[src/rtl/pil_pkg.sv]
package pil_pkg;
  typedef enum logic [1:0] {
    BK_FREE   = 2'd0,
    BK_LOADED = 2'd1,
    BK_RUN    = 2'd2
  } bank_st_e;

  localparam int unsigned NUM_BANKS = 2;
endpackage

[src/rtl/pil_dispatch_tbl.sv]
module pil_dispatch_tbl #(
  parameter int unsigned DATA_W = 32,
  parameter int unsigned TYPE_W = 4
) (
  input  logic              clk_i,
  input  logic              rst_ni,
  input  logic              cfg_we_i,
  input  logic [TYPE_W-1:0] cfg_idx_i,
  input  logic [DATA_W-1:0] cfg_data_i,
  input  logic [TYPE_W-1:0] rd_idx_i,
  output logic [DATA_W-1:0] rd_addr_o
);
  localparam int unsigned N_ENT = 1 << TYPE_W;

  logic [DATA_W-1:0] ent_q [N_ENT];

  for (genvar e = 0; e < N_ENT; e++) begin : g_ent
    always_ff @(posedge clk_i or negedge rst_ni) begin
      if (!rst_ni) ent_q[e] <= '0;
      else if (cfg_we_i && cfg_idx_i == TYPE_W'(e)) ent_q[e] <= cfg_data_i;
    end
  end

  assign rd_addr_o = ent_q[rd_idx_i];
endmodule

[src/rtl/pil_bank_ctrl.sv]
module pil_bank_ctrl import pil_pkg::*; #(
  parameter int unsigned TYPE_W = 4
) (
  input  logic              clk_i,
  input  logic              rst_ni,
  input  logic              close_i,
  input  logic [TYPE_W-1:0] close_type_i,
  input  logic              idle_i,
  output logic              wr_bank_o,
  output logic              wr_busy_o,
  output logic              fire_o,
  output logic [TYPE_W-1:0] disp_type_o,
  output logic              pkt_avail_o
);
  bank_st_e          st_q  [NUM_BANKS];
  logic [TYPE_W-1:0] typ_q [NUM_BANKS];
  logic wr_b_q, pr_b_q, idle_q, done;

  assign wr_bank_o   = wr_b_q;
  assign wr_busy_o   = st_q[wr_b_q] != BK_FREE;
  assign pkt_avail_o = st_q[pr_b_q] == BK_LOADED;
  assign fire_o      = pkt_avail_o && idle_i;
  assign disp_type_o = typ_q[pr_b_q];
  // completion: idle rises while the dispatched bank is running
  assign done        = st_q[pr_b_q] == BK_RUN && idle_i && !idle_q;

  for (genvar b = 0; b < NUM_BANKS; b++) begin : g_bank
    always_ff @(posedge clk_i or negedge rst_ni) begin
      if (!rst_ni) begin
        st_q[b]  <= BK_FREE;
        typ_q[b] <= '0;
      end else if (close_i && wr_b_q == 1'(b)) begin
        st_q[b]  <= BK_LOADED;
        typ_q[b] <= close_type_i;
      end else if (fire_o && pr_b_q == 1'(b)) begin
        st_q[b]  <= BK_RUN;
      end else if (done && pr_b_q == 1'(b)) begin
        st_q[b]  <= BK_FREE;
      end
    end
  end

  always_ff @(posedge clk_i or negedge rst_ni) begin
    if (!rst_ni) begin
      wr_b_q <= 1'b0;
      pr_b_q <= 1'b0;
      idle_q <= 1'b1;
    end else begin
      if (close_i) wr_b_q <= ~wr_b_q;
      if (done)    pr_b_q <= ~pr_b_q;
      idle_q <= idle_i;
    end
  end
endmodule

[src/rtl/pil_word_loader.sv]
module pil_word_loader #(
  parameter int unsigned DATA_W      = 32,
  parameter int unsigned TYPE_W      = 4,
  parameter int unsigned IO_REGS     = 32,
  parameter int unsigned HANDLER_REG = 4
) (
  input  logic                       clk_i,
  input  logic                       rst_ni,
  input  logic                       fld_valid_i,
  output logic                       fld_ready_o,
  input  logic [DATA_W-1:0]          fld_data_i,
  input  logic [TYPE_W-1:0]          fld_type_i,
  input  logic                       fld_last_i,
  input  logic                       wr_bank_i,
  input  logic                       wr_busy_i,
  input  logic                       fire_i,
  input  logic [DATA_W-1:0]          handler_i,
  output logic                       close_o,
  output logic [TYPE_W-1:0]          close_type_o,
  output logic                       rf_we_o,
  output logic                       rf_gp_o,
  output logic                       rf_bank_o,
  output logic [$clog2(IO_REGS)-1:0] rf_addr_o,
  output logic [DATA_W-1:0]          rf_wdata_o
);
  localparam int unsigned AW = $clog2(IO_REGS);

  logic [AW-1:0]     cnt_q;
  logic [TYPE_W-1:0] ptype_q;
  logic              acc;

  // the handler write owns the port for its cycle
  assign fld_ready_o  = !wr_busy_i && !fire_i;
  assign acc          = fld_valid_i && fld_ready_o;
  assign close_o      = acc && (fld_last_i || cnt_q == AW'(IO_REGS - 1));
  assign close_type_o = (cnt_q == '0) ? fld_type_i : ptype_q;

  always_ff @(posedge clk_i or negedge rst_ni) begin
    if (!rst_ni) begin
      cnt_q   <= '0;
      ptype_q <= '0;
    end else if (acc) begin
      if (cnt_q == '0) ptype_q <= fld_type_i;
      cnt_q <= close_o ? '0 : cnt_q + 1'b1;
    end
  end

  always_ff @(posedge clk_i or negedge rst_ni) begin
    if (!rst_ni) begin
      rf_we_o    <= 1'b0;
      rf_gp_o    <= 1'b0;
      rf_bank_o  <= 1'b0;
      rf_addr_o  <= '0;
      rf_wdata_o <= '0;
    end else begin
      rf_we_o <= fire_i || acc;
      if (fire_i) begin
        rf_gp_o    <= 1'b1;
        rf_bank_o  <= 1'b0;
        rf_addr_o  <= AW'(HANDLER_REG);
        rf_wdata_o <= handler_i;
      end else if (acc) begin
        rf_gp_o    <= 1'b0;
        rf_bank_o  <= wr_bank_i;
        rf_addr_o  <= cnt_q;
        rf_wdata_o <= fld_data_i;
      end
    end
  end
endmodule

[src/rtl/pkt_in_loader.sv]
module pkt_in_loader #(
  parameter int unsigned DATA_W      = 32,
  parameter int unsigned TYPE_W      = 4,
  parameter int unsigned IO_REGS     = 32,
  parameter int unsigned HANDLER_REG = 4
) (
  input  logic                       clk_i,
  input  logic                       rst_ni,
  input  logic                       fld_valid_i,
  output logic                       fld_ready_o,
  input  logic [DATA_W-1:0]          fld_data_i,
  input  logic [TYPE_W-1:0]          fld_type_i,
  input  logic                       fld_last_i,
  output logic                       rf_we_o,
  output logic                       rf_gp_o,
  output logic                       rf_bank_o,
  output logic [$clog2(IO_REGS)-1:0] rf_addr_o,
  output logic [DATA_W-1:0]          rf_wdata_o,
  input  logic                       idle_i,
  output logic                       pkt_avail_o,
  input  logic                       cfg_we_i,
  input  logic [TYPE_W-1:0]          cfg_idx_i,
  input  logic [DATA_W-1:0]          cfg_data_i
);
  logic              wr_bank, wr_busy, fire, close;
  logic [TYPE_W-1:0] close_type, disp_type;
  logic [DATA_W-1:0] handler;

  pil_dispatch_tbl #(.DATA_W(DATA_W), .TYPE_W(TYPE_W)) u_tbl (
    .clk_i, .rst_ni, .cfg_we_i, .cfg_idx_i, .cfg_data_i,
    .rd_idx_i (disp_type),
    .rd_addr_o(handler)
  );

  pil_bank_ctrl #(.TYPE_W(TYPE_W)) u_bank (
    .clk_i, .rst_ni,
    .close_i     (close),
    .close_type_i(close_type),
    .idle_i,
    .wr_bank_o   (wr_bank),
    .wr_busy_o   (wr_busy),
    .fire_o      (fire),
    .disp_type_o (disp_type),
    .pkt_avail_o
  );

  pil_word_loader #(
    .DATA_W(DATA_W), .TYPE_W(TYPE_W), .IO_REGS(IO_REGS), .HANDLER_REG(HANDLER_REG)
  ) u_load (
    .clk_i, .rst_ni, .fld_valid_i, .fld_ready_o, .fld_data_i, .fld_type_i, .fld_last_i,
    .wr_bank_i   (wr_bank),
    .wr_busy_i   (wr_busy),
    .fire_i      (fire),
    .handler_i   (handler),
    .close_o     (close),
    .close_type_o(close_type),
    .rf_we_o, .rf_gp_o, .rf_bank_o, .rf_addr_o, .rf_wdata_o
  );
endmodule

[config.mk]
export PLATFORM = sky130hd
export DESIGN_NAME = pkt_in_loader
export DESIGN_NICKNAME = d
export VERILOG_FILES = /design/src/rtl/pil_pkg.sv /design/src/rtl/pil_dispatch_tbl.sv /design/src/rtl/pil_bank_ctrl.sv /design/src/rtl/pil_word_loader.sv /design/src/rtl/pkt_in_loader.sv
export SDC_FILE = /design/constraint.sdc
export NUM_CORES = 1
export LEC_CHECK = 0
export BUFFER_PORTS_ARGS = -buffer_cell sky130_fd_sc_hd__buf_2
export CAP_MARGIN = 40
export CORE_ASPECT_RATIO = 1.2
export CORE_MARGIN = 3
export CORE_UTILIZATION = 35
export CTS_BUF_LIST = sky130_fd_sc_hd__clkbuf_8
export CTS_CLUSTER_SIZE = 14
export DETAILED_ROUTE_END_ITERATION = 7
export PLACE_DENSITY = 0.47
export SKIP_CTS_REPAIR_TIMING = 1
export SLEW_MARGIN = 15
export SYNTH_ARGS = -nofsm -noshare
export SYNTH_HDL_FRONTEND = slang
export SYNTH_SLANG_ARGS = --single-unit
[constraint.sdc]
create_clock -name clk_i -period 5.81 [get_ports clk_i]
set_input_delay 1.162 -clock clk_i [delete_from_list [all_inputs] [get_ports clk_i]]
set_output_delay 1.162 -clock clk_i [all_outputs]
set_load 0.005 [all_outputs]
After elaboration in Yosys (flattened, before gate mapping) --
Cells that the tools add are included.
Cells by class: $add $sub $neg 1, multiply operators 0, divide/modulo/power cells 0, $lt $le $gt $ge 3, equal/unequal tests 18, shift-type cells 0, multiplexer cells 28, bitwise gates (word level) 5, reductions and logical operators 39
Operators with widths (count):
- 32-bit binary-select mux with 4-bit select | 1
- 32-bit two-way mux | 4
- 4-bit == test, second input constant | 8
- 1-bit logical AND | 28
- 2-bit two-way mux | 12
- 4-bit by 3-bit == test with 1-bit output, second input constant | 4
- 4-bit two-way mux | 4
- 5-bit two-way mux | 3
- 4-bit by 2-bit == test with 1-bit output, second input constant | 2
- 3-bit nonzero test | 2
- 5-bit by 1-bit adder with 5-bit output, second input constant | 1
- 5-bit == test, second input constant | 1
- 5-bit greater-or-equal comparator, second input constant | 1
- 5-bit logical NOT | 1
- 4-bit inverter with 5-bit output | 1
- 4-bit by 1-bit == test with 1-bit output, second input constant | 1
- 2-bit greater-or-equal comparator, second input constant | 2
- 4-bit logical NOT | 1
- 1-bit two-way mux | 4
- 1-bit inverter with 2-bit output | 2
- 2-bit nonzero test | 2
- 1-bit logical NOT | 3
- 2-bit by 1-bit == test with 1-bit output, second input constant | 1
- 2-bit == test, second input constant | 1
- other kinds (2) | 4
Word-level totals: register bits 576, latch bits 0, bits in writable memories 0, ROM bits 0, output and inout port bits 42, memories kept 0

Depth between registers and ports, before layout --
Gate-level depths: netlist (run 1).
depth after elaboration 12, mapped depth 8, depth with buffers taken out 7

Hierarchy --
From an unflattened synthesis (run 1), not the netlist that was laid out.
Unflattened totals: cells, all modules 1678, area total of the unflattened synthesis 25756.0 um^2
Modules (own cells, without submodules):
- pil_dispatch_tbl | times used 1, cells each 1405, area each 22770.6 um^2, seq. area each 12812.3 um^2
- pil_word_loader | times used 1, cells each 218, area each 2282.2 um^2, seq. area each 1226.2 um^2
- pil_bank_ctrl | times used 1, cells each 55, area each 703.2 um^2, seq. area each 376.6 um^2

Worst setup path after synthesis (run 1) --
OpenSTA, ideal clock, no wires.
path type input to output, start point input port idle_i, end point output port fld_ready_o, arrival time 1.706 ns, data required time 4.648 ns, path slack 2.942 ns, stages on the path 3, path buffers 1, cell sequence o21a_1 > clkbuf_1 > nor2_1
Between the ends: longest elaborated chain between the ends 3
Ends and longest elaborated chain:
- start, declared | line pkt_in_loader.sv:19 | input logic idle_i,
- 1-bit logical AND | line pil_bank_ctrl.sv:22 | assign fire_o = pkt_avail_o && idle_i;
- 1-bit logical NOT | line pil_word_loader.sv:33 | assign fld_ready_o = !wr_busy_i && !fire_i;
- 1-bit logical AND | line pil_word_loader.sv:33
- end, declared | line pkt_in_loader.sv:10 | output logic fld_ready_o,
Every way passes these cells.

Final worst setup path (run 1) --
start point register u_bank.pr_b_q, end point output port fld_ready_o
Between the ends: longest elaborated chain between the ends 8
Ends and longest elaborated chain:
- start, declared | line pil_bank_ctrl.sv:17 | logic wr_b_q, pr_b_q, idle_q, done;
- start signal, assigned | line pil_bank_ctrl.sv:50 | if (done) pr_b_q <= ~pr_b_q;
- 1-bit inverter with 2-bit output (not written as such) | line pil_bank_ctrl.sv:21 | assign pkt_avail_o = st_q[pr_b_q] == BK_LOADED;
- 2-bit two-way mux (not written as such) (3 in a row) | line pil_bank_ctrl.sv:21
- 2-bit by 1-bit == test with 1-bit output | line pil_bank_ctrl.sv:21
- 1-bit logical AND | line pil_bank_ctrl.sv:22
- 1-bit logical NOT | line pil_word_loader.sv:33
- 1-bit logical AND | line pil_word_loader.sv:33
Every way passes these cells. The select of a mux whose other input is x is not followed.

==> results of run 1 <==
power groups by stage:
stage / registers, mW / logic [mW] / clock network (mW)
final: 5.70 / 4.79 / 3.61
after global routing: 5.83 / 5.22 / 3.92
after CTS: 5.70 / 4.89 / 3.74
after detailed placement: 5.77 / 4.88 / 0
after global placement: 5.74 / 4.77 / 0
after floorplan: 5.52 / 3.36 / 0
worst paths after layout:
path | to | start | cells after the start | slack [ns]
worst max-delay path | fld_ready_o | u_bank.pr_b_q | 4 | 1.88
worst min-delay path | u_load.rf_gp_o | u_load.rf_gp_o | 2 | 0.47
worst max register to register | u_load.rf_wdata_o[14] | u_bank.pr_b_q | 7 | 2.37
worst min register to register | u_load.rf_gp_o | u_load.rf_gp_o | 2 | 0.47
max in group asynchronous | u_tbl.ent_q[361] | rst_ni | 2 | 4.04
min in group asynchronous | u_tbl.ent_q[121] | rst_ni | 1 | 0.50
cells by family (layout without fill, tap and decap cells):
| family | count (synthesis) | count (layout) | share of synthesized area |
|---|---|---|---|
| buffers and inverters | 162 | 342 | 0.02650 |
| muxes | 668 | 668 | 0.3158 |
| xor gates and xnor gates | 1 | 1 | 0.0003386 |
| DFF | 576 | 576 | 0.5571 |
| AOI/OAI and AO/OA | 196 | 196 | 0.04961 |
| other | 0 | 3 | 0 |
| and+or+nand+nor | 287 | 287 | 0.04918 |
| adders and majority gates | 3 | 3 | 0.001451 |
worst max-delay path: stages, from the launching register on:
cell and delay (ns):
dfrtp_1 0.57, nor3b_1 0.52, o21a_1 0.71, nor2_1 0.12
buf_2 0.16
cell usage in the layout (no fill, tap or decap), types with 16 or more instances in the layout:
| master | count |
|---|---|
| mux4_2 | 67 |
| mux2_2 | 500 |
| nor4_1 | 26 |
| a21oi_1 | 64 |
| a22oi_1 | 29 |
| a32oi_1 | 29 |
| mux2_1 | 16 |
| dfrtp_1 | 575 |
| buf_4 | 33 |
| clkbuf_8 | 122 |
| nand2_1 | 194 |
| inv_1 | 43 |
| buf_2 | 120 |
| mux2i_1 | 81 |
| nor2_1 | 17 |
| o22ai_1 | 35 |
flip-flops by register name, indices dropped and copies added (netlist names), 4 cells and up:
register / count
u_bank.typ_q: 8
u_load.ptype_q: 4
u_tbl.ent_q: 512
u_load.cnt_q: 5
u_load.rf_wdata_o: 32
u_bank.st_q: 4
u_load.rf_addr_o: 5
metrics by stage:
step	utilization	setup WS, ns	hold WS [ns]	total power [mW]	area, um2
floorplan	-	2.942	0.4533	8.881	25870
global placement	0.3782	2.100	0.4568	10.51	27550
detailed placement	0.3813	2.280	0.4584	10.65	27770
CTS	0.4079	1.715	0.4734	14.33	29710
global route	0.4079	1.635	0.4950	14.97	29710
finish	0.4080	1.883	0.4667	14.09	29710
routing by layer:
layer  GRT usage  wire length (um)  vias up
li1            -                 -     7141
met1      0.2670             33660     8720
met2      0.3316             37010      311
met3     0.02975              2863       74
met4     0.04803              1107        0
met5           0                 0        -
area by class of cell:
type | count | share of cell area
diodes | 3 | 0.0002526
clock buffers | 122 | 0.05651
clock inverters | 47 | 0.008716
inverters | 7 | 0.0008842
multi-input cells | 1155 | 0.3707
flip-flops and latches | 576 | 0.4851
well taps | 935 | 0.03937
repair buffers | 166 | 0.03849
==> impl_summary.txt, run 1 <==
----------------------------------------------------
[Run status]
  Status ... complete, no violations

[STA]
  Setup repair after global routing missed its margin ... false
  Crit share post-route ... 0.6758
  Total count of max-transition violations in the final report ... 0
  Count of final hold-check violations ... 0
  Final total negative setup slack ... 0 ns
  Worst Max-Slew Pin Slew ... 0.8674 ns
  Worst max-slew margin expressed relative to the limit ... 0.4202
  Final Skew ... around 0.018 ns
  Max Clock Freq ... ~250 MHz
  Setup violation total in the final timing report ... 0
  Final critical delay including setup and external delays ... approximately 3.9 ns

[Power]
  P_sw ... 4.821 mW
  Reg power frac ... 0.404
  Proportion of power drawn by combinational gates ... 0.340
  Clock network power share ... 0.256
  Total internal power ... around 9.3 mW
  Power Dens Cells ... 474.2 mW/mm2
  Net switching share of the total power ... 0.3421
  Leakage component of the power ... ~13 nW
  Peak VDD IR ... around 0.37 mV

[Die]
  Die width ... about 250 um
  Floorplan die height ... 303.8 um
  Std-Cell Rows ... 108
  Floorplan core area ... between 0.07 and 0.08 mm2
  Starting density of the core ... 0.3553
  DIE AREA ... roughly 0.077 mm2
  Count of boundary I/O pins ... between 100 and 150

[Global route]
  Number of global-route vias before repair ... around 18k
  Wire length of the first global-routing pass ... about 110000 um
  Antenna violations before repair ... 4
  Largest net degree at the start of global routing ... 133
  GRT overflow ... 0
  Overall fraction of global-route tracks in use ... 0.1968

[Synth]
  Number of synthesized flops with an enable pin ... 0
  Primary FF master, synth ... dfrtp_1
  Yosys top cell by area ... dfrtp_1
  Async S/R FF share, synth ... 1.000
  Dominant cell by count in the synthesized netlist ... dfrtp_1
  Synthesized instance count ... roughly 1.9k
  Yosys top cell area share ... 0.5561
  Most common library cells after synthesis ... 575 x dfrtp_1, 501 x mux2_2, 195 x nand2_1, 90 x clkbuf_1, 84 x mux2i_1
  Fraction of the yosys area taken by sequential cells ... 0.5571
  Flop and latch count out of synthesis ... approximately 580
  Post-synth net total ... 1974
  Top cells by area, synth ... dfrtp_1 56%, mux2_2 22%, mux4_2 5.8%
  Synth Warn # ... 0
  Summed instance area of the synthesized netlist ... between 0.02 and 0.03 mm2
  Syn Area/Cell ... about 14 um2
  Number of different library cells in the post-synthesis netlist ... 48

[Cells and area]
  P&R area growth vs syn ... 14.84%
  Share of cells above drive strength 1 ... 0.4346
  Total area of multi-input combinational cells ... roughly 0.011 mm2
  Final nets ... between 2k and 2.5k
  Final Non-Filler Cells ... around 3.0k
  Fill count ... between 6k and 7k
  Area taken by flip-flops and latches ... roughly 0.014 mm2

[CTS]
  Number of clock sinks ... about 580
  TritonCTS Buffers ... slightly below 100
  Root Driver ... clkbuf_8
  Deepest clock path buffer count ... 3
  CTS tree ... done
  Clock-pin slew of the registers on the worst-case setup and hold paths ... around 0.06 ns
  Htree depth ... 3
  Clock Latency Late Sink ... 0.69 ns

[Worst setup path]
  Arr. time, crit path ... about 2.8 ns
  Worst setup EP type ... primary output
  Critical setup path kind ... reg -> out
  CP Launch Type ... register
  Required @ worst endpoint ... 4.65 ns
  Maximum fanout along the worst path ... 14

[Placed design]
  DPL Wire Length ... around 46000 um
  Number of I/O port buffers ... roughly 120
  Total placed cells including tap cells ... 2839
  Final Wtd Congestion ... 0.7237

[Run]
  Max_cap viols ... 0

[Routing]
  First-pass iteration count of the detailed router ... 5
  Residual DRC ... 0
  Sum of routed wire length over all layers ... around 75000 um
  WL/cell ... 24.79 um
  Detailed-route via count ... 16.25k
  Vias per inst ... ~5.4
  DRT antenna net count ... 0
  Initial detailed-routing violation count ... between 700 and 800

[Worst hold path]
  Hold crit path type ... reg -> reg

----------------------------------------------------
Power figures use the tool's default switching activity.
==> run 2, diff against run 1 <==
==> constraint.sdc (replaced) <==
create_clock -name clk_i -period 4.1 [get_ports clk_i]
set_input_delay 0.82 -clock clk_i [delete_from_list [all_inputs] [get_ports clk_i]]
set_output_delay 0.82 -clock clk_i [all_outputs]
set_load 0.005 [all_outputs]
==> run 2 against run 1 <==
Net effect: register-to-register slack got worse by 1.3 ns; clock skew increased by 0.0068 ns; sequential share of layout area decreased by 0.49 points; total power increased by 44%; count of clock-buffer cells in the layout increased by 5; global-route usage decreased by 0.13 points; critical path depth increased by 1; via count increased by 0.97%.
==> impl_summary.txt, run 2 (synthesis results as in run 1) <==
----------------------------------------------------
[CTS]
  Htree depth ... 3 (unchanged)
  Number of clock sinks ... 576 (unchanged)
  TritonCTS Buffers ... 99 (unchanged)
  Clock Latency Late Sink ... 0.68 ns (about the same)
  Deepest clock path buffer count ... 3 (unchanged)
  Root Driver ... clkbuf_8
  Clock-pin slew of the registers on the worst-case setup and hold paths ... 0.06 ns (about the same)
  CTS tree ... done

[Die]
  Floorplan die height ... 303.8 um (unchanged)
  Die width ... 254.2 um (unchanged)
  Count of boundary I/O pins ... 120 (unchanged)
  DIE AREA ... 0.07724 mm2 (unchanged)
  Starting density of the core ... 0.3553 (unchanged)
  Std-Cell Rows ... 108 (unchanged)
  Floorplan core area ... 0.07283 mm2 (unchanged)

[Placed design]
  Number of I/O port buffers ... 119 (unchanged)
  Final Wtd Congestion ... 0.7220 (-0.23%)
  DPL Wire Length ... 45590 um (about the same)
  Cell area reported after detailed placement ... 0.02805 mm2 (+1.0%)

[STA]
  Setup violation total in the final timing report ... 0 (unchanged)
  Max Clock Freq ... ~300 MHz
  Worst Max-Slew Pin Slew ... 0.8431 ns (-0.02421 ns)
  Final Skew ... 0.02458 ns (+0.006825 ns)
  Final total negative setup slack ... 0 ns (unchanged)
  Total count of max-transition violations in the final report ... 0 (unchanged)
  Count of final hold-check violations ... 0 (unchanged)
  Worst max-slew margin expressed relative to the limit ... 0.4379 (+0.01768)
  Final critical delay including setup and external delays ... roughly 3.4 ns
  Worst Hold Slack ... 0.1400 ns (-0.3267 ns)
  Crit share post-route ... 0.8235
  Setup repair after global routing missed its margin ... false

[Worst setup path]
  Reg2reg start ... u_bank.pr_b_q
  Maximum fanout along the worst path ... 27 (+13)
  Arr. time, crit path ... 2.56 ns (-0.20 ns)
  Required @ worst endpoint ... 3.28 ns (-1.37 ns)
  Number of cells traversed by the worst register-to-register path ... 8 (+1)
  Worst R2R Setup Slack ... 1.09 ns (-1.28 ns)
  CP Launch Type ... register
  Destination of the worst register-to-register timing path ... u_load.rf_wdata_o[9]
  Worst setup EP type ... primary output
  Critical setup path kind ... reg -> out

[Cells and area]
  Final nets ... 2110 (+1.2%)
  Largest register by flop count ... u_tbl.ent_q
  P&R area growth vs syn ... 16.00%
  Non-Filler Cell Area, Final ... 0.03002 mm2 (+1.0%)
  Most common cell after layout, fill and taps aside ... dfrtp_1
  Top library cells by usage in the layout, fill and taps aside ... 575 x dfrtp_1, 500 x mux2_2, 194 x nand2_1, 127 x clkbuf_8, 118 x buf_2
  Share of cells above drive strength 1 ... 0.4421 (+0.007424)
  Fill count ... 6774 (-1.6%)
  Largest registers ... u_tbl.ent_q: 512 flops, u_load.rf_wdata_o: 32 flops, u_bank.typ_q: 8 flops
  Largest register FFs ... 512 (unchanged)

[Power]
  Total power ... 20.28 mW (+44%)
  Leakage component of the power ... 13.26 nW (+1.2%)
  Power Dens Cells ... 675.7 mW/mm2 (+42%)
  Peak VDD IR ... 0.2589 mV (-31%)

[Routing]
  Sum of routed wire length over all layers ... 74640 um (about the same)
  WL/cell ... 24.60 um (-0.76%)
  First-pass iteration count of the detailed router ... 5 (unchanged)
  Initial detailed-routing violation count ... 826 (+6.6%)
  Vias per inst ... 5.407 (+0.21%)
  Detailed-route via count ... 16.40k (+0.97%)
  DRT antenna net count ... 0 (unchanged)
  Residual DRC ... 0 (unchanged)

[Worst hold path]
  Hold crit path type ... in -> async

[Global route]
  Number of global-route vias before repair ... 17.56k (-0.36%)
  Largest net degree at the start of global routing ... 104 (-22%)
  Antenna violations before repair ... 3 (-1)
  GRT overflow ... 0 (unchanged)
  Wire length of the first global-routing pass ... 113400 um (-0.93%)
  Overall fraction of global-route tracks in use ... 0.1955 (-0.001332)

[Run status]
  Status ... complete, no violations

[Run]
  Max_cap viols ... 0 (unchanged)

----------------------------------------------------
run 2: changes by cell type in the layout (fill, tap and decap cells not counted), sizes merged:
cell      previous run  this run
buf                166       190
clkinvlp             6         1
clkinv               2         5
clkbuf             122       127
diode                3         2
bufinv               2         1
inv                 44        42
run 2: area by class of cell:
| cell class | count | area [um2] | area share |
|---|---|---|---|
| Clock buffer | 127 | 1748 | 0.05824 |
| Antenna cell | 2 | 5.005 | 0.0001667 |
| Sequential cell | 576 | 14420 | 0.4803 |
| Timing Repair Buffer | 190 | 1446 | 0.04819 |
| Clock inverter | 42 | 209.0 | 0.006962 |
| Inverter | 7 | 26.28 | 0.0008754 |
| Multi-Input combinational cell | 1155 | 11000 | 0.3663 |
| Tap cell | 935 | 1170 | 0.03898 |
run 2: power breakdown:
part	internal (mW)	leakage, nW	switching [mW]
Combinational	3.43	5.06	3.65
Clock	2.81	1.13	2.35
Sequential	7.17	7.06	0.865
run 2: worst max-delay path, stage by stage (launching register included):
cell and delay, ns:
dfrtp_1 0.51, buf_4 0.29, nor3b_1 0.52, o21a_1 0.32
nor2_1 0.09, buf_2 0.14
run 2: per-layer routing:
layer | GRT usage | share of wire | vias up
met5 | 0 | 0 | -
met4 | 0.04456 | 0.015 | 0
met3 | 0.03111 | 0.039 | 93
met2 | 0.3188 | 0.48 | 338
met1 | 0.2748 | 0.46 | 8783
li1 | - | - | 7190
run 2: worst max-delay path by stage:
stage                     depth (start not counted)           from                    end  slack, ns
after floorplan                                   5  u_bank.pr_b_q            fld_ready_o       1.85
after global placement                            7  u_bank.pr_b_q  u_load.rf_wdata_o[25]       1.08
after detailed placement                          7  u_bank.pr_b_q  u_load.rf_wdata_o[25]       1.11
after CTS                                         5  u_bank.pr_b_q            fld_ready_o       0.65
after global routing                              5  u_bank.pr_b_q            fld_ready_o       0.53
final                                             5  u_bank.pr_b_q            fld_ready_o       0.72
run 2: per-stage QoR:
step | worst slack [ns] | util | instances
after CTS | 0.6532 | 0.4120 | 3032
after global routing | 0.5304 | 0.4121 | 3033
after global placement | 1.076 | 0.3834 | 2857
final | 0.7235 | 0.4121 | 3034
after floorplan | 1.855 | - | 1893
after detailed placement | 1.114 | 0.3852 | 2863
